$ cat src/rtl/pcfg_pkg.sv
package pcfg_pkg;
  localparam int unsigned REG_W    = 8;
  localparam int unsigned CODE_W   = 3;
  localparam int unsigned BIT_FILL = 7;
  localparam int unsigned BIT_ACT  = 6;
  localparam int unsigned BIT_IOEN = 3;

  typedef struct packed {
    logic              bus_act;
    logic              io_en;
    logic [CODE_W-1:0] ce_code;
  } pcfg_state_t;

  localparam pcfg_state_t PCFG_RESET = '{bus_act: 1'b0, io_en: 1'b0, ce_code: '0};
endpackage

$ cat src/rtl/pcfg_regs.sv
module pcfg_regs
  import pcfg_pkg::*;
#(
  parameter logic [7:0] REG_ADDR = 8'hC6
) (
  input  logic              clk,
  input  logic              rst_n,
  input  logic [7:0]        sfr_addr,
  input  logic [REG_W-1:0]  sfr_wdata,
  input  logic              sfr_we,
  input  logic              ta_open,
  input  logic              can_act,
  output logic [REG_W-1:0]  sfr_rdata,
  output pcfg_state_t       st
);
  logic hit, wr, act_set, sw_clr;
  pcfg_state_t st_nxt;
  logic unused_wbits;

  assign hit     = (sfr_addr == REG_ADDR);
  assign wr      = hit && sfr_we;
  assign act_set = st.io_en && can_act;
  assign sw_clr  = wr && !sfr_wdata[BIT_ACT];
  assign unused_wbits = ^{sfr_wdata[BIT_FILL], sfr_wdata[5:4]};

  always_comb begin
    st_nxt = st;
    if (wr) begin
      st_nxt.io_en = sfr_wdata[BIT_IOEN];
      if (ta_open) st_nxt.ce_code = sfr_wdata[CODE_W-1:0];
    end
    if (act_set)     st_nxt.bus_act = 1'b1;
    else if (sw_clr) st_nxt.bus_act = 1'b0;
  end

  always_ff @(posedge clk or negedge rst_n) begin
    if (!rst_n) st <= PCFG_RESET;
    else        st <= st_nxt;
  end

  always_comb begin
    sfr_rdata = '0;
    if (hit) begin
      sfr_rdata[BIT_FILL]       = 1'b1;
      sfr_rdata[BIT_ACT]        = st.bus_act;
      sfr_rdata[BIT_IOEN]       = st.io_en;
      sfr_rdata[CODE_W-1:0]     = st.ce_code;
    end
  end


  act_set_chk: assert property (@(posedge clk) disable iff (!rst_n)
    (st.io_en && can_act) |=> st.bus_act);

  act_gated_chk: assert property (@(posedge clk) disable iff (!rst_n)
    (!st.io_en && !st.bus_act) |=> !st.bus_act);

  act_sticky_chk: assert property (@(posedge clk) disable iff (!rst_n)
    (st.bus_act && !(sfr_we && hit && !sfr_wdata[BIT_ACT])) |=> st.bus_act);

  code_locked_chk: assert property (@(posedge clk) disable iff (!rst_n)
    (!ta_open) |=> $stable(st.ce_code));

  ioen_load_chk: assert property (@(posedge clk) disable iff (!rst_n)
    (sfr_we && hit) |=> (st.io_en == $past(sfr_wdata[BIT_IOEN])));
endmodule

$ cat src/rtl/pcfg_ce_decode.sv
module pcfg_ce_decode
  import pcfg_pkg::*;
#(
  parameter int unsigned NUM_CE = 4
) (
  input  logic [CODE_W-1:0] code,
  output logic [NUM_CE-1:0] ce_mask
);
  // Top code bit enables the group; low bits give the highest assigned index.
  logic             grp_on;
  logic [CODE_W-2:0] top_idx;
  assign grp_on  = code[CODE_W-1];
  assign top_idx = code[CODE_W-2:0];

  for (genvar k = 0; k < NUM_CE; k++) begin : g_ce
    if (k < (1 << (CODE_W-1))) begin : g_live
      assign ce_mask[k] = grp_on && ({1'b0, top_idx} >= CODE_W'(k));
    end else begin : g_dead
      assign ce_mask[k] = 1'b0;
    end
  end
endmodule

$ cat src/rtl/pcfg_pin_mux.sv
module pcfg_pin_mux #(
  parameter int unsigned PORT_W  = 8,
  parameter int unsigned NUM_CE  = 4,
  parameter int unsigned CE_BASE = 4
) (
  input  logic              io_en,
  input  logic [NUM_CE-1:0] ce_mask,
  input  logic [NUM_CE-1:0] ce_n,
  input  logic [PORT_W-1:0] port_latch,
  input  logic              can_tx,
  input  logic              rx_pad,
  output logic              can_rx,
  output logic [PORT_W-1:0] pin_out,
  output logic [PORT_W-1:0] pin_periph
);
  localparam int unsigned TX_PIN = 0;
  localparam int unsigned RX_PIN = 1;

  assign can_rx = io_en ? rx_pad : 1'b1;

  for (genvar i = 0; i < PORT_W; i++) begin : g_pin
    if (i == TX_PIN) begin : g_tx
      assign pin_out[i]    = io_en ? can_tx : port_latch[i];
      assign pin_periph[i] = io_en;
    end else if (i == RX_PIN) begin : g_rx
      assign pin_out[i]    = io_en ? 1'b1 : port_latch[i];
      assign pin_periph[i] = io_en;
    end else if (i >= CE_BASE && i < CE_BASE + NUM_CE) begin : g_ce
      assign pin_out[i]    = ce_mask[i-CE_BASE] ? ce_n[i-CE_BASE] : port_latch[i];
      assign pin_periph[i] = ce_mask[i-CE_BASE];
    end else begin : g_gpio
      assign pin_out[i]    = port_latch[i];
      assign pin_periph[i] = 1'b0;
    end
  end
endmodule

$ cat src/rtl/pcfg_port_ctl.sv
module pcfg_port_ctl
  import pcfg_pkg::*;
#(
  parameter logic [7:0]  REG_ADDR = 8'hC6,
  parameter int unsigned PORT_W   = 8,
  parameter int unsigned NUM_CE   = 4,
  parameter int unsigned CE_BASE  = 4
) (
  input  logic              clk,
  input  logic              rst_n,
  input  logic [7:0]        sfr_addr,
  input  logic [7:0]        sfr_wdata,
  input  logic              sfr_we,
  output logic [7:0]        sfr_rdata,
  input  logic              ta_open,
  input  logic              can_act,
  input  logic              can_tx,
  input  logic              rx_pad,
  output logic              can_rx,
  input  logic [NUM_CE-1:0] ce_n,
  input  logic [PORT_W-1:0] port_latch,
  output logic [PORT_W-1:0] pin_out,
  output logic [PORT_W-1:0] pin_periph
);
  pcfg_state_t       st;
  logic [NUM_CE-1:0] ce_mask;

  pcfg_regs #(.REG_ADDR(REG_ADDR)) u_regs (
    .clk(clk), .rst_n(rst_n), .sfr_addr(sfr_addr), .sfr_wdata(sfr_wdata),
    .sfr_we(sfr_we), .ta_open(ta_open), .can_act(can_act),
    .sfr_rdata(sfr_rdata), .st(st)
  );

  pcfg_ce_decode #(.NUM_CE(NUM_CE)) u_dec (
    .code(st.ce_code), .ce_mask(ce_mask)
  );

  pcfg_pin_mux #(.PORT_W(PORT_W), .NUM_CE(NUM_CE), .CE_BASE(CE_BASE)) u_mux (
    .io_en(st.io_en), .ce_mask(ce_mask), .ce_n(ce_n), .port_latch(port_latch),
    .can_tx(can_tx), .rx_pad(rx_pad), .can_rx(can_rx),
    .pin_out(pin_out), .pin_periph(pin_periph)
  );


  rx_released_chk: assert property (@(posedge clk) disable iff (!rst_n)
    st.io_en |-> (pin_out[1] && can_rx == rx_pad));

  tx_follow_chk: assert property (@(posedge clk) disable iff (!rst_n)
    st.io_en |-> (pin_out[0] == can_tx));

  ce_fill_chk: assert property (@(posedge clk) disable iff (!rst_n)
    (!st.ce_code[2]) |-> (pin_periph[PORT_W-1:CE_BASE] == '0));

  for (genvar k = 0; k < NUM_CE; k++) begin : g_chk

    ce_drive_chk: assert property (@(posedge clk) disable iff (!rst_n)
      pin_periph[CE_BASE+k] |-> (pin_out[CE_BASE+k] == ce_n[k]));
    if (k > 0) begin : g_thermo

      ce_order_chk: assert property (@(posedge clk) disable iff (!rst_n)
        pin_periph[CE_BASE+k] |-> pin_periph[CE_BASE+k-1]);
    end
  end
endmodule

$ cat config.mk
export PLATFORM = sky130hd
export DESIGN_NAME = pcfg_port_ctl
export DESIGN_NICKNAME = d
export VERILOG_FILES = /design/src/rtl/pcfg_pkg.sv /design/src/rtl/pcfg_regs.sv /design/src/rtl/pcfg_ce_decode.sv /design/src/rtl/pcfg_pin_mux.sv /design/src/rtl/pcfg_port_ctl.sv
export SDC_FILE = /design/constraint.sdc
export NUM_CORES = 1
export LEC_CHECK = 0
export ABC_CLOCK_PERIOD_IN_PS = 2500
export BUFFER_PORTS_ARGS = -buffer_cell sky130_fd_sc_hd__buf_4
export CORE_MARGIN = 2
export CORE_UTILIZATION = 34
export CTS_CLUSTER_DIAMETER = 120
export DETAILED_ROUTE_END_ITERATION = 7
export PLACE_DENSITY = 0.91
export SYNTH_ARGS = -nofsm -noshare
export SYNTH_HDL_FRONTEND = slang
export SYNTH_HIERARCHICAL = 1
export SYNTH_SLANG_ARGS = --single-unit
$ cat constraint.sdc
create_clock -name clk -period 2.5 [get_ports clk]
set_input_delay 0 -clock clk [delete_from_list [all_inputs] [get_ports clk]]
set_output_delay 0 -clock clk [all_outputs]
set_load 0.01 [all_outputs]
==> impl_metrics.ini, run 1 <==
[yosys]
avgSynthCellArea_um2 = 10.1
synth_area_um2 = 485
yosys_register_bits = 5
synthDistinctLibCells = 19
yosys.area.top_type = dfrtp_1
netlist.area_leader.share_pct = 25.8
synth_warnings = 6
syn_inst = 48
synthTopCellsByArea = dfrtp_1, buf_4, mux2_2
yosysSeqAreaShare_pct = 25.8

[power_and_ir_drop]
p_sw_mw = 0.0597
p_comb_share_pct = 29.3
power_mw = 0.255
switching_share_pct = 23.4
power.internal_mw = 0.195
p_seq_share_pct = 33.9
p_leak_nw = 0.482
powerDensity_nw_per_um2 = 304
ir_drop_mv = 0.356
clockPowerShare_pct = 36.8

[global_route]
grt_overflow = 0
grt_max_degree = 9
met3_usage_pct = 6.96
grt_first_pass_wirelength_mm = 1.87
grt_use_total_pct = 14.2
use_met2_pct = 28.7
top_usage_layer = met2
grt_pass1_vias = 455
antenna_found_initial = 0
met1_usage_pct = 10.9

[route]
drcViolationCount = 0
dr.pass1.iters = 4
drtIter0Drc = 6
wl_mm = 1.24
ant_nets = 0
wl_per_cell_um = 11.6
num_vias = 500
vias_per_cell = 4.67

[floorplan]
start_util_pct = 36.8
die_h_um = 41.8
rows = 13
core_area_um2 = 1320
io_pins = 60
die-area_um2 = 1750
fp.dieW_um = 41.8

[worst_hold_path]
holdCritPathClass = in2out
hold_depth = 0

[cells_and_area]
syn_to_final_growth_pct = 72.9
diodes = 0
design_area_um2 = 840
layout_commonest_cell = buf_4
layout.nets = 128
largest_reg_flops = 5
drive_above_1_share_pct = 67.4
largest-register = u_regs/st
most-common-layout-cells = buf_4, mux2_2, and3_1
reg_top3 = u_regs/st: 5 flops

[place]
placed_area_um2 = 763
place.gp.congestion = 0.596
portBuffers = 48

[worst_setup_path]
end_kind = primary output
critPathLaunchType = flop
required_ps = 2500
path_max_fanout = 7
cp.arrival_ps = 1350
criticalPathCategory = reg2out
r2r_cells = 2

[timing]
timing.final.crit_period_ps = 1350
setup_viol = 0
skew_ps = 5.19
post-route-period-util_pct = 54.0
rsz0062_at_grt = no
slew_violations = 0
timing.fmax_mhz = 740
hold_viol_final = 0
fin_setup_tns_ps = 0

[clocking]
htree_num_levels = 1
clock_sinks = 5
insertion_delay_ps = 240
clk_pin_slew_ps = 40
cts_buffer_depth = 2
cts_buffers = 3
root_buffer = clkbuf_4
cts_resized = 0
cts_tree = built

[outcome]
outcome = finished, final reports clean

[run]
maxCapViolCount = 0
routing by layer:
metal	share of wire, %	vias up
li1	-	240
met1	30	235
met2	61	23
met3	7.6	2
met4	0.80	0
met5	0	-
Yosys cell counts:
| library cell | count |
|---|---|
| buf_4 | 14 |
| mux2_2 | 7 |
| and3_1 | 6 |
| dfrtp_1 | 5 |
| conb_1 | 2 |
| a21o_1 | 1 |
| a22o_1 | 1 |
| and2_1 | 1 |
| and2_2 | 1 |
| and4b_1 | 1 |
| clkbuf_1 | 1 |
| mux2_1 | 1 |
| mux2_4 | 1 |
| nand2b_1 | 1 |
| nand3_1 | 1 |
| nand4_2 | 1 |
| nor4b_4 | 1 |
| o21a_1 | 1 |
| or2_1 | 1 |
final cells by class:
| type | count | area [um2] |
|---|---|---|
| Fill cell | 115 | 478 |
| Timing Repair Buffer | 53 | 410 |
| Clock buffer | 4 | 26.3 |
| Multi-Input combinational cell | 30 | 259 |
| Tap cell | 15 | 18.8 |
| Sequential cell | 5 | 125 |
stage by stage:
| step | setup slack [ps] | std cells | utilization (%) | hold slack, ps |
|---|---|---|---|---|
| final | 1150 | 107 | 63.7 | 0.0583 |
| after global routing | 1060 | 107 | 63.7 | 0.0608 |
| after CTS | 1120 | 107 | 63.7 | 0.0749 |
| after detailed placement | 1290 | 98 | 57.9 | -198 |
| after floorplan | 1530 | 50 | - | -296 |
| after global placement | 1330 | 98 | 57.9 | -198 |
cell families (layout without fill, tap and decap cells):
kind of cell	count (synthesis)	count (layout)	share of synthesized area, %
buffers and inverters	15	57	22.4
and+or+nand+nor	14	14	23.7
muxes	9	9	21.6
DFF	5	5	25.8
AOI/OAI and AO/OA	3	3	4.90
other	2	4	1.55
power groups by stage:
| stage | registers (mW) | logic, mW | clock network, mW |
|---|---|---|---|
| 3_5_place_dp | 0.0878 | 0.0689 | 0 |
| 3_3_place_gp | 0.0877 | 0.0671 | 0 |
| 6_report | 0.0865 | 0.0748 | 0.0938 |
| 5_1_grt | 0.0868 | 0.0797 | 0.105 |
| 2_1_floorplan | 0.0868 | 0.0321 | 0 |
| 4_1_cts | 0.0866 | 0.0752 | 0.0969 |
critical path, stage by stage (launching register included):
cell and delay (ps):
dfrtp_1 430, and3_1 210, mux2_2 330, buf_4 140
final timing paths:
kind | startpoint | endpoint | slack, ps
max | u_regs/st[2] | pin_out[7] | 1150
min | port_latch[3] | pin_out[3] | 0.06
max reg2reg | u_regs/st[3] | u_regs/st[4] | 1530
min reg2reg | u_regs/st[4] | u_regs/st[4] | 510
max in group asynchronous | rst_n | u_regs/st[4] | 2290
min in group asynchronous | rst_n | u_regs/st[3] | 100
repair_timing:
| action | 4_1_cts | 5_1_grt |
|---|---|---|
| hold endpoints to repair | 9 | 0 |
| hold buffers | 5 | 0 |
| setup buffers | 0 | 0 |
Note: power is estimated with default switching activity, not from simulation.
==> run 2, diff against run 1 <==
ABC_AREA = 1   (was default)
ABC_CLOCK_PERIOD_IN_PS = 1370   (was 2500)
PLACE_DENSITY = 0.85   (was 0.91)
clock period = 1.37 ns   (was 2.5 ns; I/O delays follow)
==> run 2 against run 1 <==
Net effect:
- via count is 34% higher
- critical path depth up 3
- cell area grew 7.9%
- core utilization is 5.0 points lower
- area after synthesis rose by 19%
- sequential power grew 100%
- critical path type unchanged
- critical endpoint unchanged
==> impl_metrics.ini, run 2 <==
[timing]
worst_hold_slack_ps = 0.0752
timing.final.crit_period_ps = 1200
fin_setup_tns_ps = 0
rsz0062_at_grt = no
post-route-period-util_pct = 87.2
setup_viol = 0
timing.fmax_mhz = 837
setup_ws_ps = 175
hold_viol_final = 0
skew_ps = 0.0673
slew_violations = 0

[cells_and_area]
layout_commonest_cell = buf_4
regArea_um2 = 125
most-common-layout-cells = buf_4, nand2_1, inv_1
layout.nets = 176
syn_to_final_growth_pct = 57.0
finalNonFillerCells = 156
drive_above_1_share_pct = 42.1
reg_top3 = u_regs/st: 5 flops
design_area_um2 = 906
diodes = 0
final_util_pct = 58.8
multiInputGateArea_um2 = 275
largest-register = u_regs/st
largest_reg_flops = 5
fillers = 150

[clocking]
insertion_delay_ps = 250
clock_sinks = 5
root_buffer = clkbuf_4
clk_pin_slew_ps = 40
cts_buffer_depth = 2
cts_buffers = 3
post-cts-setup-buffer-count = 0
htree_num_levels = 1
cts_tree = built

[floorplan]
die_h_um = 45.2
core_area_um2 = 1540
start_util_pct = 37.4
die-area_um2 = 2040
rows = 14
io_pins = 60
fp.dieW_um = 45.2

[power_and_ir_drop]
powerDensity_nw_per_um2 = 560
power_mw = 0.507
p_leak_nw = 0.535
ir_drop_mv = 0.427

[route]
drtIter0Drc = 24
ant_nets = 0
vias_per_cell = 4.31
wl_per_cell_um = 9.65
drcViolationCount = 0
wl_mm = 1.51
num_vias = 672
dr.pass1.iters = 4

[yosys]
synthArstFlopShare_pct = 100
synth_ff_type = dfrtp_1
synth_edf_count = 0
yosys_register_bits = 5
netlist.area_leader.share_pct = 22.8
synthDistinctLibCells = 13
synth_area_um2 = 577
avgSynthCellArea_um2 = 5.89
synth_commonest_cells = nand2_1, inv_1, buf_4
synthTopCellsByArea = nand2_1, dfrtp_1, buf_4
yosys.area.top_type = nand2_1
yosys.cell_count.top_type = nand2_1
syn_inst = 98
yosysSeqAreaShare_pct = 21.7
synth_warnings = 6

[worst_setup_path]
criticalPathCategory = reg2out
required_ps = 1370
end_kind = primary output
cp.arrival_ps = 1200
critPathLaunchType = flop
r2r_cells = 2
path_max_fanout = 7
reg2reg_setup_slack_ps = 620

[outcome]
outcome = finished, final reports clean

[place]
dp_slack_ps = 421
portBuffers = 48
place.gp.congestion = 0.777
dp_cells = 150
placed_area_um2 = 860
dp.final_hpwl_mm = 1.29

[global_route]
antenna_found_initial = 0
grt_overflow = 0
grt_first_pass_wirelength_mm = 2.30
grt_max_degree = 10
grt_pass1_vias = 564
grt_use_total_pct = 15.3

[worst_hold_path]
hold_depth = 0
holdCritPathClass = in2out

[run]
maxCapViolCount = 0
## run 2: changes by cell type in the layout (fill, tap and decap cells not counted), sizes merged, moves of 2 or more
cell	delta
nand4	+4
dlygate4sd3	-3
and2	-2
inv	+21
nand2	+37
nor2	+12
mux2	-9
and3	-6
## run 2: cells by family after synthesis
logic type,count (synthesis),share of synthesized area [%]
flops,5,21.7
other cells,2,1.30
simple gates,56,45.1
buf+inv,35,31.9
## run 2: worst max-delay path: stages, from the launching register on
cell and delay [ps]:
dfrtp_1 450, nand2_2 100, nor2_2 120, inv_1 50
nand2_1 50, nand2_1 40, buf_4 130
## run 2: final timing paths
check / from / endpoint
worst max-delay path: u_regs/st[2] / pin_out[7]
worst min-delay path: port_latch[2] / pin_out[2]
worst max register to register: u_regs/st[3] / u_regs/st[3]
worst min register to register: u_regs/st[4] / u_regs/st[4]
max in group asynchronous: rst_n / u_regs/st[2]
min in group asynchronous: rst_n / u_regs/st[4]
## run 2: timing repair
item                                   in CTS  in global routing
resized for setup                           0                  0
endpoints found under the hold margin       6                  0
hold buffers                                2                  0
## run 2: per-layer routing
layer / vias up / global-route usage, % / share of wire (%) / routed length [um]
met5: - / 0 / 0 / 0
met2: 38 / 28.9 / 52 / 790
li1: 350 / - / - / -
met4: 0 / 7.06 / 0.66 / 10
met1: 282 / 16.9 / 37 / 555
met3: 2 / 1.60 / 10 / 150
## run 2: layout make-up
cell class,instances,share of cell area [%]
clock buffer,4,2.90
sequential,5,13.8
multi-input combinational,60,30.4
inverter,21,8.70
tap,16,2.21
timing repair buffer,50,42.0
## run 2: power breakdown
part / switching (mW) / internal [mW] / total (mW)
registers: 0.0125 / 0.163 / 0.176
clock network: 0.0651 / 0.110 / 0.175
logic: 0.0660 / 0.0904 / 0.156
==> run 3, diff against run 2 <==
ABC_AREA = default   (was 1)
CORE_UTILIZATION = 31   (was 34)
PLACE_DENSITY = 0.86   (was 0.85)
==> run 3 against run 2 <==
Net effect:
- first-iteration DRC count down 79%
- highest routed layer unchanged
- die area down 7.0%
- total power down 9.4%
- routed wire length down 18%
- via count down 28%
- largest power group is now clock
- largest cell class unchanged
- combinational power down 13%
- final cell count down 31%
==> impl_metrics.ini, run 3 (synthesized netlist as in run 1, its figures left out) <==
[cells_and_area]
most-common-layout-cells = buf_4, mux2_2, and3_1
drive_above_1_share_pct = 69.6
multiInputGateArea_um2 = 259
largest-register = u_regs/st
regArea_um2 = 126
diodes = 0
fillers = 128
design_area_um2 = 840
layout_commonest_cell = buf_4
reg_top3 = u_regs/st: 5 flops
final_util_pct = 56.4
layout.nets = 128
finalNonFillerCells = 108
largest_reg_flops = 5
syn_to_final_growth_pct = 72.9

[worst_setup_path]
r2r_cells = 2
cp.arrival_ps = 1310
end_kind = primary output
crit_end = pin_out[7]
critPathLaunchType = flop
reg2reg_setup_slack_ps = 410
required_ps = 1370
cp-startpoint = u_regs/st[1]
timing.rr.start = u_regs/st[3]
r2r_end = u_regs/st[4]
path_max_fanout = 5
criticalPathCategory = reg2out

[floorplan]
io_pins = 60
die_h_um = 43.6
rows = 14
core_area_um2 = 1490
start_util_pct = 32.6
fp.dieW_um = 43.6
die-area_um2 = 1900

[place]
dp_cells = 100
place.gp.congestion = 0.631
portBuffers = 48
placed_area_um2 = 772
dp.final_hpwl_mm = 1.09

[timing]
timing.fmax_mhz = 764
rsz0062_at_grt = no
post-route-period-util_pct = 95.5
timing.final.crit_period_ps = 1310
skew_ps = 0.0336
hold_viol_final = 0
fin_setup_tns_ps = 0
worst_hold_slack_ps = 0.0689
slew_violations = 0
setup_viol = 0

[clocking]
cts_tree = built
clk_pin_slew_ps = 40
cts_buffers = 3
cts_buffer_depth = 2
post-cts-setup-buffer-count = 0
root_buffer = clkbuf_4
htree_num_levels = 1
insertion_delay_ps = 240
clock_sinks = 5

[route]
wl_per_cell_um = 11.5
drcViolationCount = 0
ant_nets = 0
vias_per_cell = 4.45
drtIter0Drc = 5
wl_mm = 1.24
dr.pass1.iters = 2
num_vias = 481

[outcome]
outcome = finished, final reports clean

[global_route]
grt_use_total_pct = 13.9
grt_overflow = 0
grt_max_degree = 9
antenna_found_initial = 0
grt_pass1_vias = 466
grt_first_pass_wirelength_mm = 1.96

[power_and_ir_drop]
p_leak_nw = 0.482
ir_drop_mv = 0.406
powerDensity_nw_per_um2 = 548

[run]
maxCapViolCount = 0

[worst_hold_path]
holdCritPathClass = in2out
run 3: cell types whose count changed in the layout (fill, tap and decap cells not counted), moves of 2 or more:
cell and delta:
nand2_1 -35, inv_1 -21, mux2_2 +7, nor2_1 -7, and3_1 +6, nand4_1 -4, nor2_2 -3, dlygate4sd3_1 +2
nand2_2 -2, nor2_4 -2
run 3: area by class of cell:
| cell class | instances | share of cell area [%] |
|---|---|---|
| Timing Repair Buffer | 53 | 48.6 |
| Multi-Input combinational cell | 30 | 30.8 |
| Sequential cell | 5 | 15.1 |
| Tap cell | 16 | 2.38 |
| Clock buffer | 4 | 3.13 |
run 3: metal layers:
metal	up-vias	wire length, um	global-route usage (%)
li1	238	-	-
met1	223	415	15.2
met2	18	735	23.5
met3	2	79	3.33
met4	0	10	9.09
met5	-	0	0
run 3: where the power goes:
| part | switching [mW] | internal (mW) |
|---|---|---|
| clock network | 0.0564 | 0.110 |
| registers | 0.00584 | 0.152 |
| logic | 0.0420 | 0.0934 |
| total | 0.104 | 0.356 |
run 3: worst min-delay path by stage:
stage / cells after the start / startpoint / end
after floorplan: 0 / rst_n / u_regs/st[0]
after global placement: 1 / rst_n / u_regs/st[4]
after detailed placement: 1 / rst_n / u_regs/st[2]
after CTS: 0 / port_latch[3] / pin_out[3]
after global routing: 0 / port_latch[3] / pin_out[3]
final: 0 / port_latch[2] / pin_out[2]
run 3: worst max-delay path, cell delays in order (launching register included):
cell,delay [ps]
dfrtp_1,400
and3_1,200
mux2_2,330
buf_4,140
run 3: per-stage QoR:
stage	setup WS, ps	total power [mW]
2_1_floorplan	404	0.217
3_3_place_gp	269	0.284
3_5_place_dp	251	0.288
4_1_cts	11.9	0.471
5_1_grt	15.4	0.485
6_report	62.0	0.460
run 3: what timing repair did:
| action | CTS | global route |
|---|---|---|
| gates resized for setup | 0 | 1 |
| hold buffers | 4 | 0 |
| hold endpoints to repair | 8 | 0 |
| endpoints found under the setup margin | 0 | 3 |
